--- src/rtl/clamp_pkg.sv ---
package clamp_pkg;
   typedef enum logic [1:0] {
      RATE_EVERY1 = 2'd0,
      RATE_EVERY2 = 2'd1,
      RATE_EVERY4 = 2'd2,
      RATE_EVERY8 = 2'd3
   } rate_e;

   function automatic int err_width(input int adc_w, input int frac_w);
      return adc_w + frac_w + 1;
   endfunction
endpackage

--- src/rtl/clamp_err_accum.sv ---
module clamp_err_accum #(
   parameter int ADC_W  = 10,
   parameter int FRAC_W = 2,
   parameter int REF_W  = 8,
   parameter int CNT_W  = 8,
   localparam int ERR_W = clamp_pkg::err_width(ADC_W, FRAC_W),
   localparam int ACC_W = ERR_W + CNT_W
) (
   input  logic                    clk,
   input  logic                    rst_n,
   input  logic                    loop_en,
   input  logic                    clamp_win,
   input  logic                    line_sync,
   input  logic [ADC_W-1:0]        adc_data,
   input  logic [REF_W-1:0]        clamp_level,
   output logic signed [ACC_W-1:0] win_sum,
   output logic [CNT_W-1:0]        win_cnt
);
   logic signed [ERR_W-1:0] ref_q;
   logic signed [ERR_W-1:0] smp_q;
   logic signed [ERR_W-1:0] err;
   logic                    cnt_full;

   assign ref_q    = ERR_W'(clamp_level);
   assign smp_q    = ERR_W'({adc_data, {FRAC_W{1'b0}}});
   assign err      = ref_q - smp_q;
   assign cnt_full = &win_cnt;

   always_ff @(posedge clk or negedge rst_n) begin
      if (!rst_n) begin
         win_sum <= '0;
         win_cnt <= '0;
      end else if (!loop_en || line_sync) begin
         win_sum <= '0;
         win_cnt <= '0;
      end else if (clamp_win && !cnt_full) begin
         win_sum <= win_sum + ACC_W'(err);
         win_cnt <= win_cnt + CNT_W'(1);
      end
   end
endmodule

--- src/rtl/clamp_line_pacer.sv ---
module clamp_line_pacer #(
   parameter int RATE_W = 2,
   localparam int PH_W  = (1 << RATE_W) - 1
) (
   input  logic              clk,
   input  logic              rst_n,
   input  logic              loop_en,
   input  logic              line_sync,
   input  logic [RATE_W-1:0] rate_sel,
   output logic              apply_line
);
   logic [PH_W-1:0] phase;
   logic [PH_W-1:0] mask;

   assign mask       = (PH_W'(1) << rate_sel) - PH_W'(1);
   assign apply_line = ((phase & mask) == '0);

   always_ff @(posedge clk or negedge rst_n) begin
      if (!rst_n)
         phase <= '0;
      else if (!loop_en)
         phase <= '0;
      else if (line_sync)
         phase <= phase + PH_W'(1);
   end
endmodule

--- src/rtl/clamp_step_calc.sv ---
module clamp_step_calc #(
   parameter int ACC_W        = 21,
   parameter int CNT_W        = 8,
   parameter int SHIFT_W      = 3,
   parameter bit AVG_BY_COUNT = 1'b1,
   localparam int IDX_W       = (CNT_W > 1) ? $clog2(CNT_W) : 1
) (
   input  logic signed [ACC_W-1:0] win_sum,
   input  logic [CNT_W-1:0]        win_cnt,
   input  logic [SHIFT_W-1:0]      loop_shift,
   output logic signed [ACC_W-1:0] step
);
   logic signed [ACC_W-1:0] mean;

   generate
      if (AVG_BY_COUNT) begin : g_mean
         logic [IDX_W-1:0] top_bit;
         always_comb begin
            top_bit = '0;
            for (int i = 0; i < CNT_W; i++)
               if (win_cnt[i]) top_bit = IDX_W'(i);
         end
         assign mean = win_sum >>> top_bit;
      end else begin : g_sum
         assign mean = win_sum;
      end
   endgenerate

   assign step = mean >>> loop_shift;
endmodule

--- src/rtl/clamp_integrator.sv ---
module clamp_integrator #(
   parameter int CORR_W = 12,
   parameter int ACC_W  = 21,
   parameter int REF_W  = 8,
   localparam int SUM_W = ((CORR_W > ACC_W) ? CORR_W : ACC_W) + 1
) (
   input  logic                     clk,
   input  logic                     rst_n,
   input  logic                     loop_en,
   input  logic                     line_sync,
   input  logic                     apply_line,
   input  logic                     have_samples,
   input  logic signed [ACC_W-1:0]  step,
   input  logic [REF_W-1:0]         clamp_level,
   output logic signed [CORR_W-1:0] corr
);
   localparam logic signed [SUM_W-1:0] C_MAX = SUM_W'((64'sd1 <<< (CORR_W - 1)) - 64'sd1);
   localparam logic signed [SUM_W-1:0] C_MIN = -C_MAX - SUM_W'(1);

   logic signed [SUM_W-1:0]  sum;
   logic signed [CORR_W-1:0] sat;
   logic                     do_update;

   assign sum       = SUM_W'(corr) + SUM_W'(step);
   assign do_update = line_sync && apply_line && have_samples;

   always_comb begin
      if (sum > C_MAX)
         sat = C_MAX[CORR_W-1:0];
      else if (sum < C_MIN)
         sat = C_MIN[CORR_W-1:0];
      else
         sat = sum[CORR_W-1:0];
   end

   always_ff @(posedge clk or negedge rst_n) begin
      if (!rst_n)
         corr <= '0;
      else if (!loop_en)
         corr <= CORR_W'(clamp_level);
      else if (do_update)
         corr <= sat;
   end
endmodule

--- src/rtl/clamp_loop.sv ---
module clamp_loop #(
   parameter int ADC_W        = 10,
   parameter int FRAC_W       = 2,
   parameter int REF_W        = 8,
   parameter int CNT_W        = 8,
   parameter int CORR_W       = 12,
   parameter int RATE_W       = 2,
   parameter int SHIFT_W      = 3,
   parameter bit AVG_BY_COUNT = 1'b1
) (
   input  logic                     clk,
   input  logic                     rst_n,
   input  logic [ADC_W-1:0]         adc_data,
   input  logic                     clamp_win,
   input  logic                     line_sync,
   input  logic [REF_W-1:0]         clamp_level,
   input  logic                     loop_en,
   input  logic [RATE_W-1:0]        rate_sel,
   input  logic [SHIFT_W-1:0]       loop_shift,
   output logic signed [CORR_W-1:0] corr_code
);
   localparam int ERR_W = clamp_pkg::err_width(ADC_W, FRAC_W);
   localparam int ACC_W = ERR_W + CNT_W;

   generate
      if (REF_W > ADC_W + FRAC_W) begin : g_bad_ref
         $error("clamp_loop: target wider than the fixed-point sample");
      end
      if (CORR_W <= REF_W) begin : g_bad_corr
         $error("clamp_loop: correction too narrow to hold the fixed offset");
      end
      if (RATE_W < 1 || RATE_W > 3) begin : g_bad_rate
         $error("clamp_loop: RATE_W out of range");
      end
      if (CORR_W > 62) begin : g_bad_wide
         $error("clamp_loop: CORR_W too large");
      end
   endgenerate

   logic signed [ACC_W-1:0] win_sum;
   logic [CNT_W-1:0]        win_cnt;
   logic                    apply_line;
   logic signed [ACC_W-1:0] step;

   clamp_err_accum #(
      .ADC_W (ADC_W), .FRAC_W(FRAC_W), .REF_W(REF_W), .CNT_W(CNT_W)
   ) u_accum (
      .clk        (clk),
      .rst_n      (rst_n),
      .loop_en    (loop_en),
      .clamp_win  (clamp_win),
      .line_sync  (line_sync),
      .adc_data   (adc_data),
      .clamp_level(clamp_level),
      .win_sum    (win_sum),
      .win_cnt    (win_cnt)
   );

   clamp_line_pacer #(.RATE_W(RATE_W)) u_pacer (
      .clk       (clk),
      .rst_n     (rst_n),
      .loop_en   (loop_en),
      .line_sync (line_sync),
      .rate_sel  (rate_sel),
      .apply_line(apply_line)
   );

   clamp_step_calc #(
      .ACC_W(ACC_W), .CNT_W(CNT_W), .SHIFT_W(SHIFT_W), .AVG_BY_COUNT(AVG_BY_COUNT)
   ) u_step (
      .win_sum   (win_sum),
      .win_cnt   (win_cnt),
      .loop_shift(loop_shift),
      .step      (step)
   );

   clamp_integrator #(
      .CORR_W(CORR_W), .ACC_W(ACC_W), .REF_W(REF_W)
   ) u_integ (
      .clk         (clk),
      .rst_n       (rst_n),
      .loop_en     (loop_en),
      .line_sync   (line_sync),
      .apply_line  (apply_line),
      .have_samples(|win_cnt),
      .step        (step),
      .clamp_level (clamp_level),
      .corr        (corr_code)
   );
endmodule

--- config.mk ---
export PLATFORM = sky130hd
export DESIGN_NAME = clamp_loop
export DESIGN_NICKNAME = d
export VERILOG_FILES = /design/src/rtl/clamp_pkg.sv /design/src/rtl/clamp_err_accum.sv /design/src/rtl/clamp_line_pacer.sv /design/src/rtl/clamp_step_calc.sv /design/src/rtl/clamp_integrator.sv /design/src/rtl/clamp_loop.sv
export SDC_FILE = /design/constraint.sdc
export NUM_CORES = 1
export LEC_CHECK = 0
export ABC_AREA = 0
export BUFFER_PORTS_ARGS = -buffer_cell sky130_fd_sc_hd__buf_2
export CAP_MARGIN = 20
export CELL_PAD_IN_SITES_DETAIL_PLACEMENT = 0
export CELL_PAD_IN_SITES_GLOBAL_PLACEMENT = 1
export CORE_AREA = 4 4 118 120
export DETAILED_ROUTE_END_ITERATION = 12
export DIE_AREA = 0 0 122 124
export PLACE_DENSITY_LB_ADDON = 0.1
export SYNTH_ARGS = -nofsm -noshare
export SYNTH_HDL_FRONTEND = slang
export SYNTH_SLANG_ARGS = --single-unit
--- constraint.sdc ---
create_clock -name clk -period 8.3 [get_ports clk]
set_clock_uncertainty 0.1 [all_clocks]
set_input_delay 0.83 -clock clk [delete_from_list [all_inputs] [get_ports clk]]
set_output_delay 0.83 -clock clk [all_outputs]
set_load 0.03 [all_outputs]
Yosys cells after proc, flatten, opt, wreduce, memory -nomap -nowiden
Index checks and enable logic that the tools add are counted.

word-level totals
  bits in registers = 44
  bits of input ports = 28
  output and inout bits = 12
  logic and storage cells = 45

cells by class
  add/sub/neg operators = 6
  magnitude comparators = 2
  equal/unequal tests = 2
  shifts and indexed selects = 3
  multiplexer cells = 17
  bitwise operators = 1
  reduce and logical (&&, ||, !) cells = 10

operator list
  operator                                                                         number
  12-bit 2-to-1 mux                                                                4
  21-bit 2-to-1 mux                                                                2
  21-bit by 3-bit >>> shifter with 21-bit output                                   2
  12-bit by 21-bit adder with 22-bit output                                        1
  22-bit by 12-bit > comparator with 1-bit output (second input constant)          1
  22-bit by 12-bit less-than comparator with 1-bit output (second input constant)  1
  21-bit by 13-bit adder with 21-bit output                                        1
  3-bit 2-to-1 mux                                                                 6
  8-bit 2-to-1 mux                                                                 2
  8-bit by 12-bit subtractor with 13-bit output                                    1
  8-bit by 1-bit adder with 8-bit output (second input constant)                   1
  8-bit AND reduction                                                              1
  8-bit OR reduction                                                               1
  2-bit 2-to-1 mux                                                                 2
  3-bit by 1-bit adder with 3-bit output (second input constant)                   1
  3-bit AND                                                                        1
  1-bit logical AND                                                                3
  3-bit zero test                                                                  1
  1-bit by 2-bit << shifter with 3-bit output (first input constant)               1
  3-bit by 2-bit subtractor with 3-bit output (second input constant)              1
  1-bit zero test                                                                  2
  2-bit by 1-bit inequality test with 1-bit output (second input constant)         1
  2-bit inequality test (second input constant)                                    1
  2-bit nonzero test                                                               1
  2 further kinds                                                                  2

Depth between registers and ports, before layout
  depth after elaboration = 15
  mapped depth = 26
  depth with buffers taken out = 22

By module
From an unflattened synthesis, not the netlist that was laid out.

unflattened totals
  cells, all modules = 915
  area total of the unflattened synthesis = 6789.0 µm²

modules (own cells, without submodules)
  module            times used  cells each  area each (µm²)
  clamp_err_accum   1           332         2670.1
  clamp_step_calc   1           328         2120.8
  clamp_integrator  1           237         1820.5
  clamp_line_pacer  1           15          161.4
  clamp_loop        1           3           16.3

Least setup slack after synthesis
OpenSTA, ideal clock, no wires.

  kind = register to register
  start point = reg u_accum.win_cnt[3]
  end point = reg u_integ.corr[0]
  library setup time = 0.144 ns
  arrival = 5.224 ns
  slack = 2.832 ns
  cell stages (with the launch flop) = 26
  cell sequence = dfrtp_1 inv_1 o21ai_1 a21oi_1 o21ba_2 buf_2 buf_6 buf_4 mux2i_1 o22ai_1 mux4_2 a211oi_1 a21oi_1 ha_1 fa_1 a211oi_1 o21ai_1 o21ai_2 nand2_1 or3_1 a2111oi_2 nand4_1 o31ai_2 and2_1 buf_4 a221oi_2

between the ends
  word-level cells in the longest chain between the ends = 13
  elaborated cells between the ends (all ways) = 17
  classes of those cells = add/sub: 1; order compare: 2; eq/ne: 1; shift: 2; mux: 9; reduce/logical: 2

RTL lines
  element                                                  RTL line                text
  start, declared                                          clamp_err_accum.sv:17   output logic [CNT_W-1:0] win_cnt
  start signal, assigned                                   clamp_err_accum.sv:38   win_cnt <= win_cnt + CNT_W'(1);
  2-bit 2-to-1 mux                                         clamp_step_calc.sv:21   if (win_cnt[i]) top_bit = IDX_W'(i);
  3-bit 2-to-1 mux (4 in a row)                            clamp_step_calc.sv:21
  21-bit by 3-bit >>> shifter with 21-bit output           clamp_step_calc.sv:23   assign mean = win_sum >>> top_bit;
  21-bit by 3-bit >>> shifter with 21-bit output           clamp_step_calc.sv:29   assign step = mean >>> loop_shift;
  12-bit by 21-bit adder with 22-bit output                clamp_integrator.sv:24  assign sum = SUM_W'(corr) + SUM_W'(step);
  22-bit by 12-bit less-than comparator with 1-bit output  clamp_integrator.sv:30  else if (sum < C_MIN)
  12-bit 2-to-1 mux                                        clamp_integrator.sv:30
  12-bit 2-to-1 mux                                        clamp_integrator.sv:28  if (sum > C_MAX)
  12-bit 2-to-1 mux                                        clamp_integrator.sv:41  else if (do_update)
  12-bit 2-to-1 mux                                        clamp_integrator.sv:39  else if (!loop_en)
  end signal, assigned                                     clamp_integrator.sv:40  corr <= CORR_W'(clamp_level);
  end signal, assigned                                     clamp_integrator.sv:42  corr <= sat;
  end, declared                                            clamp_integrator.sv:15  output logic signed [CORR_W-1:0] corr

Several ways; a longest one is shown, not always the timed one. The select of a mux whose other input is x is not followed.
A chain may end at the register's enable or synchronous reset.

Worst setup path in the final report
  start point = reg u_accum.win_cnt[3]
  end point = reg u_integ.corr[6]

Same word-level chain as after synthesis.

==> impl_metrics.csv <==
group,metric,value,unit
pwr,finalPower,0.821,mW
clock_tree,postCtsSetupBuffers,0,
grt,grt-ovfl-total,0,
placed_design,postPlaceCellArea,5990,sq um
worst_setup_path,arrival,6.58,ns
pwr,p_comb_frac,0.439,
clock_tree,cts_root_buf,"clkbuf_16",
worst_setup_path,r2r_cells,20,
timing,fin_setup_tns,0,ns
drt,wl_met3,185,microns
pwr,p_sw,0.322,mW
placed_design,dp_hpwl,11.5,mm
logic_synthesis,synth_edf_count,0,
timing,rsz0062_at_grt,"no",
drt,drt-initial-drc-count,162,
cells_and_area,drive_above_1_share,0.137,
floorplanning,ios,40,
floorplanning,rows,42,
outcome,status,"finished, final reports clean",
worst_setup_path,crit_required,8.36,ns
clock_tree,cts_resized,0,
pwr,swShare,0.393,
worst_setup_path,crit_type,"reg -> reg",
placed_design,gp_congestion,0.871,
drt,post_drt_wl_per_cell,16.5,microns
timing,max_freq,0.153,GHz
cells_and_area,stdcell_area,6160,sq um
logic_synthesis,syn_avg_cell_area,8.47,sq um
logic_synthesis,netlist_area,5690,sq um
timing,setup_violations,0,
worst_setup_path,rrSetupSlack,1.78,ns
grt,grt_usage,0.196,
placed_design,pre_cts_ws,1.75,ns
floorplanning,floorplan.core_area,13000,sq um
timing,drv_slew,0,
drt,highest_layer,"met4",
grt,antenna_found_initial,0,
logic_synthesis,yosysUniqueCellTypes,65,
worst_setup_path,startpoint,"u_accum.win_cnt[3]",
cells_and_area,layout_common_cells,"77 x nand2_1, 68 x mux2i_1, 65 x a21oi_1",
pwr,p_leak,2.99,nW
clock_tree,cts_buffer_depth,2,
timing,slew_headroom,0.365,
worst_setup_path,start_kind,"register",
drt,ant_nets,0,
logic_synthesis,synthFlopType,"dfrtp_1",
timing,fin_crit_sh,0.785,
timing,hold_ws,0.381,ns
pwr,internal_power,0.499,mW
cells_and_area,final_common_cell,"nand2_1",
logic_synthesis,syn_nets,754,
clock_tree,holdBufCountCts,0,
clock_tree,clkTransAtPathRegs,0.07,ns
drt,num_vias,4903,
worst_setup_path,worst_setup_path_end_kind,"register",
pwr,p_seq_frac,0.302,
floorplanning,fp.dieH,124,microns
placed_design,dp.cells,861,
logic_synthesis,synthArstFlopShare,1.00,
clock_tree,cts_sinks,44,
logic_synthesis,synth_warnings,0,
grt,grt_pass1_vias,4882,
worst_setup_path,cp-endpoint,"u_integ.corr[6]",
pwr,max-vdd-ir-drop,0.0000681,V
timing,tightestPinTransition,0.952,ns
cells_and_area,final_util,0.475,
logic_synthesis,yosysSeqAreaShare,0.194,
worst_setup_path,reg2reg_to,"u_integ.corr[6]",
worst_setup_path,path_max_fanout,23,
clock_tree,htreeDepth,2,
cells_and_area,antenna_cells,0,
worst_setup_path,reg2reg_from,"u_accum.win_cnt[3]",
logic_synthesis,syn_inst,672,
drt,drc,0,
cells_and_area,syn_to_final_growth,8.31,%
timing,fin_crit,6.52,ns
clock_tree,numCtsBuffers,5,
logic_synthesis,yosys_register_bits,44,
run,cap_violations,0,
clock_tree,clk_latency,0.30,ns
grt,grt_pass1_wl,24.1,mm
pwr,cellPowerDensity,133,nW/um^2
drt,met1Wirelength,6.66,mm
floorplanning,start_util,0.438,
pwr,clkPwrFrac,0.260,
floorplanning,die_x,122,microns
cells_and_area,nNetsFinal,775,
drt,met2_length,7.26,mm
clock_tree,cts_tree,"yes",
placed_design,portBuffers,39,
cells_and_area,instances_no_fill,870,
drt,firstDrtPassIters,5,
floorplanning,dieArea,15100,sq um
min_path,hold_path_class,"in -> async",
grt,grt_max_degree,45,
timing,finalHoldViolations,0,
drt,drt_wl_total,14.4,mm
timing,timing.final.ws_setup,1.78,ns
drt,viasPerCell,5.64,
per-layer routing:
layer / vias to the layer above / GRT usage
li1: 2508 / -
met1: 2326 / 0.250
met2: 51 / 0.357
met3: 18 / 0.0154
met4: 0 / 0.0567
met5: - / 0
area by class of cell:
class	count	area (sq um)
repair buffers	43	238
clock buffers	7	143
inverters	31	116
multi-input cells	568	4340
well taps	176	220
clock inverters	1	7.51
fillers	1314	6820
flip-flops and latches	44	1100
critical path, stage by stage, from the launching register on:
cell and delay (ns):
dfrtp_1 0.41, inv_1 0.11, o21ai_1 0.07, a21oi_1 0.23
o21ba_2 0.66, mux4_2 0.64, mux4_2 0.48, a211oi_1 0.23
a21oi_1 0.07, ha_1 0.27, fa_1 0.45, a211oi_1 0.26
o21ai_1 0.17, o21ai_2 0.25, nand2_1 0.13, or3_1 0.38
a2111oi_2 0.30, nand4_1 0.15, o31ai_2 0.37, and2_1 0.50
a221oi_2 0.13
synth_stat cells (13+ instances only):
cell type / number / area share
nand2_1: 77 / 0.051
mux2i_1: 68 / 0.12
a21oi_1: 65 / 0.057
nor2_1: 58 / 0.038
ha_1: 51 / 0.11
dfrtp_1: 44 / 0.19
inv_1: 31 / 0.020
xnor2_1: 28 / 0.043
o21ai_0: 26 / 0.023
xor2_1: 22 / 0.034
clkbuf_1: 18 / 0.012
a21o_1: 16 / 0.021
mux4_2: 14 / 0.055
nand3_1: 13 / 0.011
cell families (layout without fill, tap and decap cells):
logic type               after synthesis  after routing  synth area share
XOR/XNOR                              50             50            0.0770
adder cells (fa/ha/maj)               54             54             0.123
AND/OR/NAND/NOR                      199            199             0.158
buffers and inverters                 60             82            0.0468
AO/OA/AOI/OAI                        179            179             0.219
flip-flops                            44             44             0.194
multiplexers                          86             86             0.183
flip-flops by register name, summed over array words and instances (netlist names):
| register | cells |
|---|---|
| u_pacer.phase | 3 |
| u_integ.corr | 12 |
| u_accum.win_cnt | 8 |
| u_accum.win_sum | 21 |
power groups by stage:
| stage | Combinational, mW | Sequential (mW) | Clock (mW) |
|---|---|---|---|
| after global routing | 0.405 | 0.251 | 0.227 |
| after global placement | 0.357 | 0.252 | 0 |
| after CTS | 0.362 | 0.248 | 0.222 |
| final | 0.360 | 0.248 | 0.213 |
| after floorplan | 0.276 | 0.254 | 0 |
| after detailed placement | 0.361 | 0.252 | 0 |
worst min-delay path by stage:
stage / slack (ns) / start / to
after detailed placement: 0.46 / u_accum.win_sum[0] / u_accum.win_sum[0]
after global routing: 0.40 / rst_n / u_integ.corr[11]
after global placement: 0.46 / u_accum.win_cnt[1] / u_accum.win_cnt[1]
after CTS: 0.47 / u_accum.win_sum[0] / u_accum.win_sum[0]
after floorplan: 0.42 / u_accum.win_sum[0] / u_accum.win_sum[0]
final: 0.38 / rst_n / u_integ.corr[8]
(Power assumes the default switching activity.)
